## config.mk

```make
export PLATFORM = sky130hd
export DESIGN_NAME = jk_shift_register
export DESIGN_NICKNAME = d
export VERILOG_FILES = /design/src/rtl/jsr_pkg.sv /design/src/rtl/jsr_rst_sync.sv /design/src/rtl/jsr_entry.sv /design/src/rtl/jsr_chain.sv /design/src/rtl/jsr_polarity.sv /design/src/rtl/jk_shift_register.sv
export SDC_FILE = /design/constraint.sdc
export NUM_CORES = 1
export LEC_CHECK = 0
export BUFFER_PORTS_ARGS = -buffer_cell sky130_fd_sc_hd__buf_2
export CAP_MARGIN = 20
export CORE_AREA = 4 4 41 43
export CTS_BUF_LIST = sky130_fd_sc_hd__clkbuf_2 sky130_fd_sc_hd__clkbuf_4 sky130_fd_sc_hd__clkbuf_8
export DETAILED_ROUTE_END_ITERATION = 10
export DIE_AREA = 0 0 45 47
export GPL_ROUTABILITY_DRIVEN = 1
export GPL_TIMING_DRIVEN = 1
export SETUP_SLACK_MARGIN = 0.3
export SLEW_MARGIN = 20
export SYNTH_ARGS = -nofsm -noshare
export SYNTH_HDL_FRONTEND = slang
export SYNTH_SLANG_ARGS = --single-unit
```

## constraint.sdc

```tcl
create_clock -name clk -period 0.8 [get_ports clk]
set_input_delay 0.12 -clock clk [delete_from_list [all_inputs] [get_ports clk]]
set_output_delay 0.12 -clock clk [all_outputs]
set_load 0.05 [all_outputs]
```

## src/rtl/jsr_pkg.sv

```systemverilog
package jsr_pkg;
  typedef enum logic {
    SHIFT_MODE = 1'b0,
    LOAD_MODE  = 1'b1
  } jsr_mode_e;

  localparam int MIN_STAGES = 2;
endpackage

```

## src/rtl/jsr_rst_sync.sv

```systemverilog
module jsr_rst_sync #(
  parameter int SYNC_DEPTH = 2
) (
  input  logic clk,
  input  logic rst_n,
  output logic rst_sync_n
);
  logic [SYNC_DEPTH-1:0] sync_q;
  logic [SYNC_DEPTH-1:0] sync_d;

  always_comb begin
    sync_d = {sync_q[SYNC_DEPTH-2:0], 1'b1};
  end

  always_ff @(posedge clk or negedge rst_n) begin
    if (!rst_n) sync_q <= '0;
    else        sync_q <= sync_d;
  end

  assign rst_sync_n = sync_q[SYNC_DEPTH-1];


  release_hold_chk: assert property (@(posedge clk) !rst_n |=> !rst_sync_n)
    else $error("synchronised reset released one edge after raw reset was low");
endmodule

```

## src/rtl/jsr_entry.sv

```systemverilog
module jsr_entry (
  input  logic cur_bit,
  input  logic j_in,
  input  logic kn_in,
  output logic next_bit
);
  always_comb begin
    unique case ({j_in, kn_in})
      2'b00:   next_bit = 1'b0;
      2'b11:   next_bit = 1'b1;
      2'b01:   next_bit = cur_bit;
      default: next_bit = ~cur_bit;
    endcase
  end
endmodule

```

## src/rtl/jsr_chain.sv

```systemverilog
module jsr_chain
  import jsr_pkg::*;
#(
  parameter int N = 4
) (
  input  logic         clk,
  input  logic         rst_sync_n,
  input  jsr_mode_e    mode,
  input  logic         entry_bit,
  input  logic         j_in,
  input  logic         kn_in,
  input  logic [N-1:0] par_data,
  output logic [N-1:0] state_q
);
  localparam int LAST = N - 1;

  logic [N-1:0] stage_d;
  logic [N-1:0] stage_en;
  logic         load_sel;

  assign load_sel = (mode == LOAD_MODE);

  for (genvar g = 0; g < N; g++) begin : g_stage
    if (g == 0) begin : g_head
      always_comb stage_d[g] = load_sel ? par_data[g] : entry_bit;
    end else begin : g_body
      always_comb stage_d[g] = load_sel ? par_data[g] : state_q[g-1];
    end
    always_comb stage_en[g] = stage_d[g] ^ state_q[g];

    always_ff @(posedge clk or negedge rst_sync_n) begin
      if (!rst_sync_n)       state_q[g] <= 1'b0;
      else if (stage_en[g])  state_q[g] <= stage_d[g];
    end
  end


  load_capture_chk: assert property (@(posedge clk) disable iff (!rst_sync_n)
    mode == LOAD_MODE |=> state_q == $past(par_data))
    else $error("parallel load mismatch");


  shift_chain_chk: assert property (@(posedge clk) disable iff (!rst_sync_n)
    mode == SHIFT_MODE |=> state_q[LAST:1] == $past(state_q[LAST-1:0]))
    else $error("shift chain mismatch");


  jk_force_chk: assert property (@(posedge clk) disable iff (!rst_sync_n)
    (mode == SHIFT_MODE && j_in == kn_in) |=> state_q[0] == $past(j_in))
    else $error("first stage did not follow tied J/K-not");


  jk_hold_chk: assert property (@(posedge clk) disable iff (!rst_sync_n)
    (mode == SHIFT_MODE && !j_in && kn_in) |=> $stable(state_q[0]))
    else $error("first stage did not hold");


  jk_toggle_chk: assert property (@(posedge clk) disable iff (!rst_sync_n)
    (mode == SHIFT_MODE && j_in && !kn_in) |=> state_q[0] != $past(state_q[0]))
    else $error("first stage did not toggle");


  clear_hold_chk: assert property (@(posedge clk) !rst_sync_n |-> state_q == '0)
    else $error("register not cleared during reset");
endmodule

```

## src/rtl/jsr_polarity.sv

```systemverilog
module jsr_polarity #(
  parameter int N = 4
) (
  input  logic         true_sel,
  input  logic [N-1:0] data_in,
  output logic [N-1:0] data_out
);
  logic [N-1:0] flip_mask;

  always_comb begin
    flip_mask = {N{~true_sel}};
    data_out  = data_in ^ flip_mask;
  end
endmodule

```

## src/rtl/jk_shift_register.sv

```systemverilog
module jk_shift_register
  import jsr_pkg::*;
#(
  parameter int N          = 4,
  parameter int SYNC_DEPTH = 2
) (
  input  logic         clk,
  input  logic         rst_n,
  input  logic         par_mode,
  input  logic         j_in,
  input  logic         kn_in,
  input  logic [N-1:0] par_data,
  input  logic         true_out,
  output logic [N-1:0] q_out
);
  logic         rst_sync_n;
  logic [N-1:0] state_q;
  logic         entry_bit;
  jsr_mode_e    mode;

  assign mode = par_mode ? LOAD_MODE : SHIFT_MODE;

  jsr_rst_sync #(.SYNC_DEPTH(SYNC_DEPTH)) u_rst_sync (
    .clk        (clk),
    .rst_n      (rst_n),
    .rst_sync_n (rst_sync_n)
  );

  jsr_entry u_entry (
    .cur_bit  (state_q[0]),
    .j_in     (j_in),
    .kn_in    (kn_in),
    .next_bit (entry_bit)
  );

  jsr_chain #(.N(N)) u_chain (
    .clk        (clk),
    .rst_sync_n (rst_sync_n),
    .mode       (mode),
    .entry_bit  (entry_bit),
    .j_in       (j_in),
    .kn_in      (kn_in),
    .par_data   (par_data),
    .state_q    (state_q)
  );

  jsr_polarity #(.N(N)) u_polarity (
    .true_sel (true_out),
    .data_in  (state_q),
    .data_out (q_out)
  );


  polarity_flip_chk: assert property (@(posedge clk) disable iff (!rst_n)
    (true_out != $past(true_out)) && $stable(state_q) |-> q_out == ~$past(q_out))
    else $error("polarity change did not invert outputs");
endmodule

```

# Word-level counts from Yosys, hierarchy flattened
# Index checks and enable logic that the tools add are counted.
[op_classes]
addsub = 0
multipliers = 0
div = 0
n_lt_le_gt_ge = 0
n_eq_ne = 2
shift = 0
muxes = 6
bitwise_logic = 7
reduce_logical = 1
[op_table]
columns = ["operator", "count"]
rows = [
  ["two-way mux 1 bit", 5],
  ["bitwise XOR 1 bit", 4],
  ["bitwise XOR 4 bit", 1],
  ["case mux 1 bit (3 select lines)", 1],
  ["equality test 2 x 1 -> 1 bit (second input constant)", 1],
  ["equality test 2 bit (second input constant)", 1],
  ["zero test 2 bit", 1],
  ["inverter 1 bit", 2],
]
[totals]
reg_bits = 6
latchBits = 0
mem_bits_rw = 0
rom_bits = 0
in_bits = 10
output_inout_bits = 4
elab_cells = 21
n_memories = 0

# Depth between registers and ports, before layout
# Gate-level depths: netlist of run 1.
[logic_depth]
word_depth = 4
mapped_depth = 2
depth_no_buf = 2

# Hierarchy
# A second synthesis of run 1 with hierarchy kept.
[hier_totals]
hier_cells = 17
area_unflattened_um2 = 260.2
[by_module_without_submodules]
columns = ["mod", "n_inst", "cells_each", "area_per_inst_um2", "seq_area_each_um2"]
rows = [
  ["jsr_chain", 1, 8, 145.1, 100.1],
  ["jsr_rst_sync", 1, 3, 53.8, 50.0],
  ["jsr_polarity", 1, 5, 46.3, 0.0],
  ["jsr_entry", 1, 1, 15.0, 0.0],
]

# Worst setup path before layout of run 1
# OpenSTA, ideal clock, no wires.
[synth_timing]
path_kind = "reg-to-output"
startpoint = "reg u_chain.state_q[0]"
endpoint = "out q_out[0]"
arrival_time_ns = 1.237
required_ns = 0.680
setup_slack_ns = -0.557
path_stages_with_launch = 2
cell_sequence = "dfrtp_1 > xnor2_1"
[synth_between]
elab_chain_len = 1
[synth_rtl]
columns = ["element", "line_no", "rtl"]
rows = [
  ["start: declaration", "jsr_chain.sv:13", "output logic [N-1:0] state_q"],
  ["start signal: indexed assignment", "jsr_chain.sv:33", "else if (stage_en[g]) state_q[g] <= stage_d[g];"],
  ["bitwise XOR 4 bit", "jsr_polarity.sv:12", "data_out = data_in ^ flip_mask;"],
  ["end: declaration", "jk_shift_register.sv:14", "output logic [N-1:0] q_out"],
]
# Every way passes these cells.

# Worst setup path in the final report of run 1
# Same ends and word-level chain as after synthesis.

==> results.py, run 1 <==
metrics = {
    "sta": {
        "fin_worst_skew_ns": 0.00849,
        "drv_slew": 0,
        "rsz0062_at_grt": "yes",
        "finalWorstSetupSlack_ns": -0.313,
        "max_freq_mhz": 898,
        "min_period_ns": 1.11,
        "min_period_over_period": 1.39,
        "holdWs_ns": 0.0502,
        "setup_viol_count_final": 8,
        "final-hold-violation-count": 0,
    },
    "yosys": {
        "syn_area_um2": 246,
        "syn_avg_cell_area_um2": 13.7,
        "yosysWarnings": 0,
        "ys_seq_area_frac": 0.609,
        "netlist_instances": 18,
        "syn-num-nets": 28,
        "yosys.cell_types.count": 8,
        "synth_seq_cells": 6,
    },
    "worst_hold_path": {
        "min_path_type": "register to async pin",
    },
    "floorplan": {
        "rows": 13,
        "fp.dieH_um": 47,
        "initial_core_util": 0.189,
        "die_w_um": 45,
        "dieArea_um2": 2120,
        "core_area_um2": 1300,
        "ioPinCount": 14,
    },
    "worst_setup_path": {
        "cp_slowest_cell": "dfrtp_2",
        "start_kind": "register",
        "cp_max_fo": 2,
        "max_stage_delay_ns": 0.44,
        "crit_chain": "xnor2_4, buf_6",
        "required_ns": 0.68,
        "path_class": "register to output port",
        "end_kind": "output port",
        "crit_arrival_ns": 0.99,
    },
    "detailed_routing": {
        "drc": 0,
        "drt-pass1-iter-count": 2,
        "routedWlPerCell_um": 8.88,
        "drt_iter0_drc": 1,
        "via_per_inst": 3.75,
        "via_count": 195,
        "wirelength_um": 462,
        "antenna_left": 0,
    },
    "cts": {
        "clk_latency_ns": 0.24,
        "cts_sinks": 6,
        "htree_levels": 1,
        "cts_tree": "yes",
        "clk_pin_slew_worst_paths_ns": 0.05,
        "root_buffer": "clkbuf_4",
        "ctsLongestPathBuffers": 2,
        "cts_buffers": 3,
    },
    "cells_and_area": {
        "mostFrequentLayoutCells": "buf_2 (9), buf_6 (6), xnor2_4 (4), clkbuf_4 (4)",
        "final_common_cell": "buf_2",
        "diodes": 0,
        "finalNonFillerCells": 52,
        "drive_gt1_frac": 0.784,
        "design_area_um2": 492,
        "area_growth_pct": 99.5,
        "fin_nets": 48,
    },
    "global_route": {
        "grt_use_total": 0.0614,
        "grt_pass1_vias": 202,
        "grt_overflow_total": 0,
        "grt_max_degree": 6,
        "grt_pass1_wl_um": 814,
        "grt_antenna_before_repair": 0,
    },
    "placed_design": {
        "io_buffers": 13,
        "place_hpwl_um": 449,
        "gp_congestion": 0.570,
        "dpl-instance-area_um2": 409,
        "dp_cells": 46,
    },
    "power_and_ir_drop": {
        "peakVddDrop_mv": 1.08,
        "leakage_nw": 0.222,
        "powerDensity_nw_per_um2": 2130,
    },
    "job": {
        "drv_cap": 0,
    },
    "run_status": {
        "violations": "setup timing",
        "status": "finished with violations",
    },
}
[per-layer routing]
metal / vias up / share of wire / global-route usage
met3: 0 / 0.15 / 0.0230
met4: 0 / 0 / 0.0702
met2: 12 / 0.51 / 0.102
met5: - / 0 / 0
met1: 88 / 0.34 / 0.0537
li1: 95 / - / -
[state kept, by name, indices dropped and copies added, names as in the netlist]
name               flops
u_chain.state_q        4
u_rst_sync.sync_q      2
[report_power, final]
group | total, mW | leakage [nW] | switching [mW] | internal [mW]
Clock | 0.328 | 0.0184 | 0.106 | 0.223
Sequential | 0.368 | 0.0674 | 0.0353 | 0.332
Combinational | 0.349 | 0.136 | 0.171 | 0.178
Total | 1.05 | 0.222 | 0.312 | 0.733
[final timing paths]
check                      cells after the start            startpoint  slack [ns]                   end
max in group asynchronous                      2                 rst_n        0.52  u_rst_sync.sync_q[1]
min reg2reg                                    0  u_rst_sync.sync_q[1]        0.05    u_chain.state_q[2]
max reg2reg                                    4    u_chain.state_q[0]       -0.18    u_chain.state_q[0]
max                                            2    u_chain.state_q[0]       -0.31              q_out[0]
min                                            0  u_rst_sync.sync_q[1]        0.05    u_chain.state_q[2]
min in group clk                               3           par_data[0]        0.08    u_chain.state_q[0]
[worst max-delay path: cells and delay by family, from the launching register on]
kind / cells / cell delay [ns]
xor+xnor: 1 / 0.14
flops: 1 / 0.44
buf+inv: 1 / 0.17
[synth_stat cells]
master    instances  area share
mux2_2            3        0.14
clkbuf_2          1       0.020
conb_1            1       0.015
nand2_1           1       0.015
xnor2_1           4        0.14
o21ai_1           1       0.020
mux2i_1           1       0.041
dfrtp_1           6        0.61
[layout make-up]
cell class | instances | area, um^2
fillers | 132 | 810
multi-input cells | 11 | 166
repair buffers | 16 | 123
clock buffers | 4 | 30.0
flip-flops and latches | 6 | 154
well taps | 15 | 18.8
[metrics by stage]
step                      setup slack, ns   util  setup TNS [ns]  total power [mW]
after CTS                          -0.341  0.376           -1.75              1.07
after floorplan                   -0.0981      -          -0.363             0.594
final                              -0.313  0.378           -1.58              1.05
after detailed placement           -0.181  0.314          -0.902             0.664
after global placement             -0.167  0.314          -0.821             0.655
after global routing               -0.362  0.378           -1.89              1.13
[cell families (layout without fill, tap and decap cells)]
| group | after synthesis | in the layout | share of synthesized area |
|---|---|---|---|
| xor+xnor | 4 | 4 | 0.142 |
| flops | 6 | 6 | 0.609 |
| other cells | 1 | 1 | 0.0152 |
| buf+inv | 1 | 20 | 0.0203 |
| simple gates | 1 | 1 | 0.0152 |
| compound gates | 1 | 1 | 0.0203 |
| mux | 4 | 4 | 0.178 |
[repair_timing]
item	CTS	global route
endpoints found under the setup margin	8	8
buffers inserted	1	0
hold buffers	1	0
hold endpoints to repair	2	0
pin swaps	1	1
gates resized for setup	10	2
No activity file was read; power rests on OpenSTA's default activity.
==> inputs of run 2 (changes only) <==
--- a/config.mk
+++ b/config.mk
@@ -5,8 +5,8 @@
 export SDC_FILE = /design/constraint.sdc
 export NUM_CORES = 1
 export LEC_CHECK = 0
+export ABC_AREA = 1
 export BUFFER_PORTS_ARGS = -buffer_cell sky130_fd_sc_hd__buf_2
-export CAP_MARGIN = 20
 export CORE_AREA = 4 4 41 43
 export CTS_BUF_LIST = sky130_fd_sc_hd__clkbuf_2 sky130_fd_sc_hd__clkbuf_4 sky130_fd_sc_hd__clkbuf_8
 export DETAILED_ROUTE_END_ITERATION = 10
==> constraint.sdc (replaced) <==
create_clock -name clk -period 0.8 [get_ports clk]
set_input_delay 0.12 -clock clk [delete_from_list [all_inputs] [get_ports clk]]
set_output_delay 0.12 -clock clk [all_outputs]
set_load 0.005 [all_outputs]
==> run 2 against run 1 <==
Compared with the run above: the run still ends with setup timing left; sequential power is 6.3% lower; maximum frequency up 12%; count of clock-buffer cells in the layout down 1; non-clock buffer count is 1 higher; register-to-register slack improved by 0.17 ns; global-route usage increased by 0.30 points; critical path type unchanged; largest cell class is now registers; highest routed layer unchanged.
==> results.py, run 2 <==
metrics = {
    "run_status": {
        "status": "finished with violations",
        "violations": "setup timing",
    },
    "cts": {
        "htree_levels": 1,
        "cts_buffers": 3,
        "cts_sinks": 6,
        "root_buffer": "clkbuf_4",
        "clk_latency_ns": 0.24,
        "clk_pin_slew_worst_paths_ns": 0.04,
        "cts_tree": "yes",
        "ctsLongestPathBuffers": 2,
    },
    "worst_setup_path": {
        "critPathLaunch": "u_chain.state_q[0]",
        "r2r-start": "u_chain.state_q[0]",
        "cp_max_fo": 2,
        "crit_arrival_ns": 0.88,
        "required_ns": 0.68,
        "rr_endpoint": "u_chain.state_q[0]",
        "end_kind": "output port",
        "r2r_cells": 5,
        "path_class": "register to output port",
        "start_kind": "register",
        "r2r_slack_ns": -0.01,
    },
    "yosys": {
        "synth_edf_count": 0,
        "netlist_instances": 29,
        "synth_top_area_frac": 0.543,
        "yosysMostFrequentCell": "nand2_1",
        "synth_top_cell_by_area": "dfrtp_1",
        "async_reset_ff_frac": 1.00,
        "yosys.cell_types.count": 10,
        "yosysWarnings": 0,
        "ys_seq_area_frac": 0.543,
        "syn_area_um2": 277,
        "synth_commonest_cells": "nand2_1 (9), dfrtp_1 (6), xnor2_1 (4)",
        "synth.area.top_cells": "dfrtp_1 (54%), xnor2_1 (13%), nand2_1 (12%), nand2_2 (4.5%), buf_6 (4.1%)",
        "synth_ff_type": "dfrtp_1",
        "synth_seq_cells": 6,
        "syn_avg_cell_area_um2": 9.54,
        "syn-num-nets": 39,
    },
    "floorplan": {
        "initial_core_util": 0.212,
        "ioPinCount": 14,
        "fp.dieH_um": 47,
        "dieArea_um2": 2120,
        "core_area_um2": 1300,
        "rows": 13,
        "die_w_um": 45,
    },
    "cells_and_area": {
        "mostFrequentLayoutCells": "buf_2 (13), nand2_1 (8), dfrtp_1 (6)",
        "regMostFlops": "u_chain.state_q",
        "utilization": 0.323,
        "top_regs": "u_chain.state_q: 4 flops, u_rst_sync.sync_q: 2 flops",
        "finalNonFillerCells": 63,
        "fillCellCount": 144,
        "ff_latch_area_um2": 150,
        "diodes": 0,
        "multi_input_area_um2": 106,
        "area_growth_pct": 52.0,
        "drive_gt1_frac": 0.542,
        "final_common_cell": "buf_2",
        "fin_nets": 60,
        "largest_reg_flops": 4,
    },
    "sta": {
        "setup_viol_count_final": 6,
        "min_period_over_period": 1.25,
        "finalWorstSetupSlack_ns": -0.196,
        "final-hold-violation-count": 0,
        "drv_slew": 0,
        "rsz0062_at_grt": "yes",
        "min_period_ns": 0.996,
        "max_freq_mhz": 1000,
        "fin_worst_skew_ns": 0.000173,
    },
    "power_and_ir_drop": {
        "clkPwrFrac": 0.353,
        "cellInternalPower_mw": 0.595,
        "switching_share": 0.242,
        "powerDensity_nw_per_um2": 1870,
        "power_frac_comb": 0.207,
        "leakage_nw": 0.226,
        "p_seq_frac": 0.440,
        "power.net_switching_mw": 0.190,
        "peakVddDrop_mv": 0.702,
    },
    "detailed_routing": {
        "drt-pass1-iter-count": 1,
        "drc": 0,
        "antenna_left": 0,
        "drt_iter0_drc": 0,
        "wirelength_um": 492,
        "routedWlPerCell_um": 7.81,
        "via_count": 236,
        "via_per_inst": 3.75,
    },
    "global_route": {
        "grt_pass1_vias": 224,
        "grt_use_total": 0.0644,
        "grt_overflow_total": 0,
        "grt_max_degree": 7,
        "grt_pass1_wl_um": 910,
        "grt_antenna_before_repair": 0,
    },
    "placed_design": {
        "dp_cells": 56,
        "place_hpwl_um": 431,
        "io_buffers": 13,
        "gp_congestion": 0.642,
    },
    "job": {
        "drv_cap": 0,
    },
    "worst_hold_path": {
        "min_path_type": "register to async pin",
    },
}
## run 2: worst max-delay path, stage by stage, from the launching register on
cell and delay, ns:
dfrtp_1 0.39, xnor2_1 0.12, buf_2 0.12
## run 2: worst max path at each step
stage,to,slack (ns)
after CTS,q_out[2],-0.22
final,q_out[0],-0.20
after global placement,q_out[0],0.03
after detailed placement,q_out[0],0.01
after floorplan,q_out[0],0.11
after global routing,q_out[2],-0.25
## run 2: what timing repair did
action                                 in CTS  in global routing
resized for setup                           2                  3
pin swaps                                   2                  1
endpoints found under the hold margin       2                  0
buffers inserted                            2                  1
hold buffers                                1                  0
setup endpoints to repair                   8                  8
## run 2: power groups by stage
| stage | combinational [mW] | sequential (mW) | clock, mW |
|---|---|---|---|
| 2_1_floorplan | 0.0715 | 0.348 | 0 |
| 6_report | 0.163 | 0.345 | 0.277 |
| 3_3_place_gp | 0.124 | 0.351 | 0 |
| 4_1_cts | 0.150 | 0.346 | 0.287 |
| 5_1_grt | 0.183 | 0.350 | 0.305 |
| 3_5_place_dp | 0.124 | 0.353 | 0 |
## run 2: cells by family after synthesis
group	share of synthesized area
AOI/OAI and AO/OA	0.0181
xor gates and xnor gates	0.127
buffers and inverters	0.0950
DFF	0.543
other	0.0136
and+or+nand+nor	0.204
## run 2: layout make-up
type	instances	area share
Sequential cell	6	0.357
Tap cell	15	0.0446
Clock buffer	3	0.0536
Inverter	4	0.0417
Timing Repair Buffer	17	0.250
Multi-Input combinational cell	18	0.253
## run 2: metrics by stage
stage / TNS, ns / area, um^2 / hold WS, ns / setup WS, ns / total power, mW
after floorplan: 0 / 277 / -0.176 / 0.111 / 0.420
after global placement: 0 / 349 / -0.0924 / 0.0295 / 0.475
after detailed placement: 0 / 349 / -0.0895 / 0.00963 / 0.477
after CTS: -0.844 / 403 / 0.0661 / -0.223 / 0.783
after global routing: -1.03 / 420 / 0.0870 / -0.251 / 0.837
final: -0.753 / 420 / 0.0561 / -0.196 / 0.785
## run 2: per-layer routing
layer / up-vias / global-route usage / part of all wire
met1: 101 / 0.0719 / 0.40
met4: 0 / 0.0175 / 0
met5: - / 0 / 0
li1: 123 / - / -
met3: 0 / 0.0536 / 0.14
met2: 12 / 0.0932 / 0.45
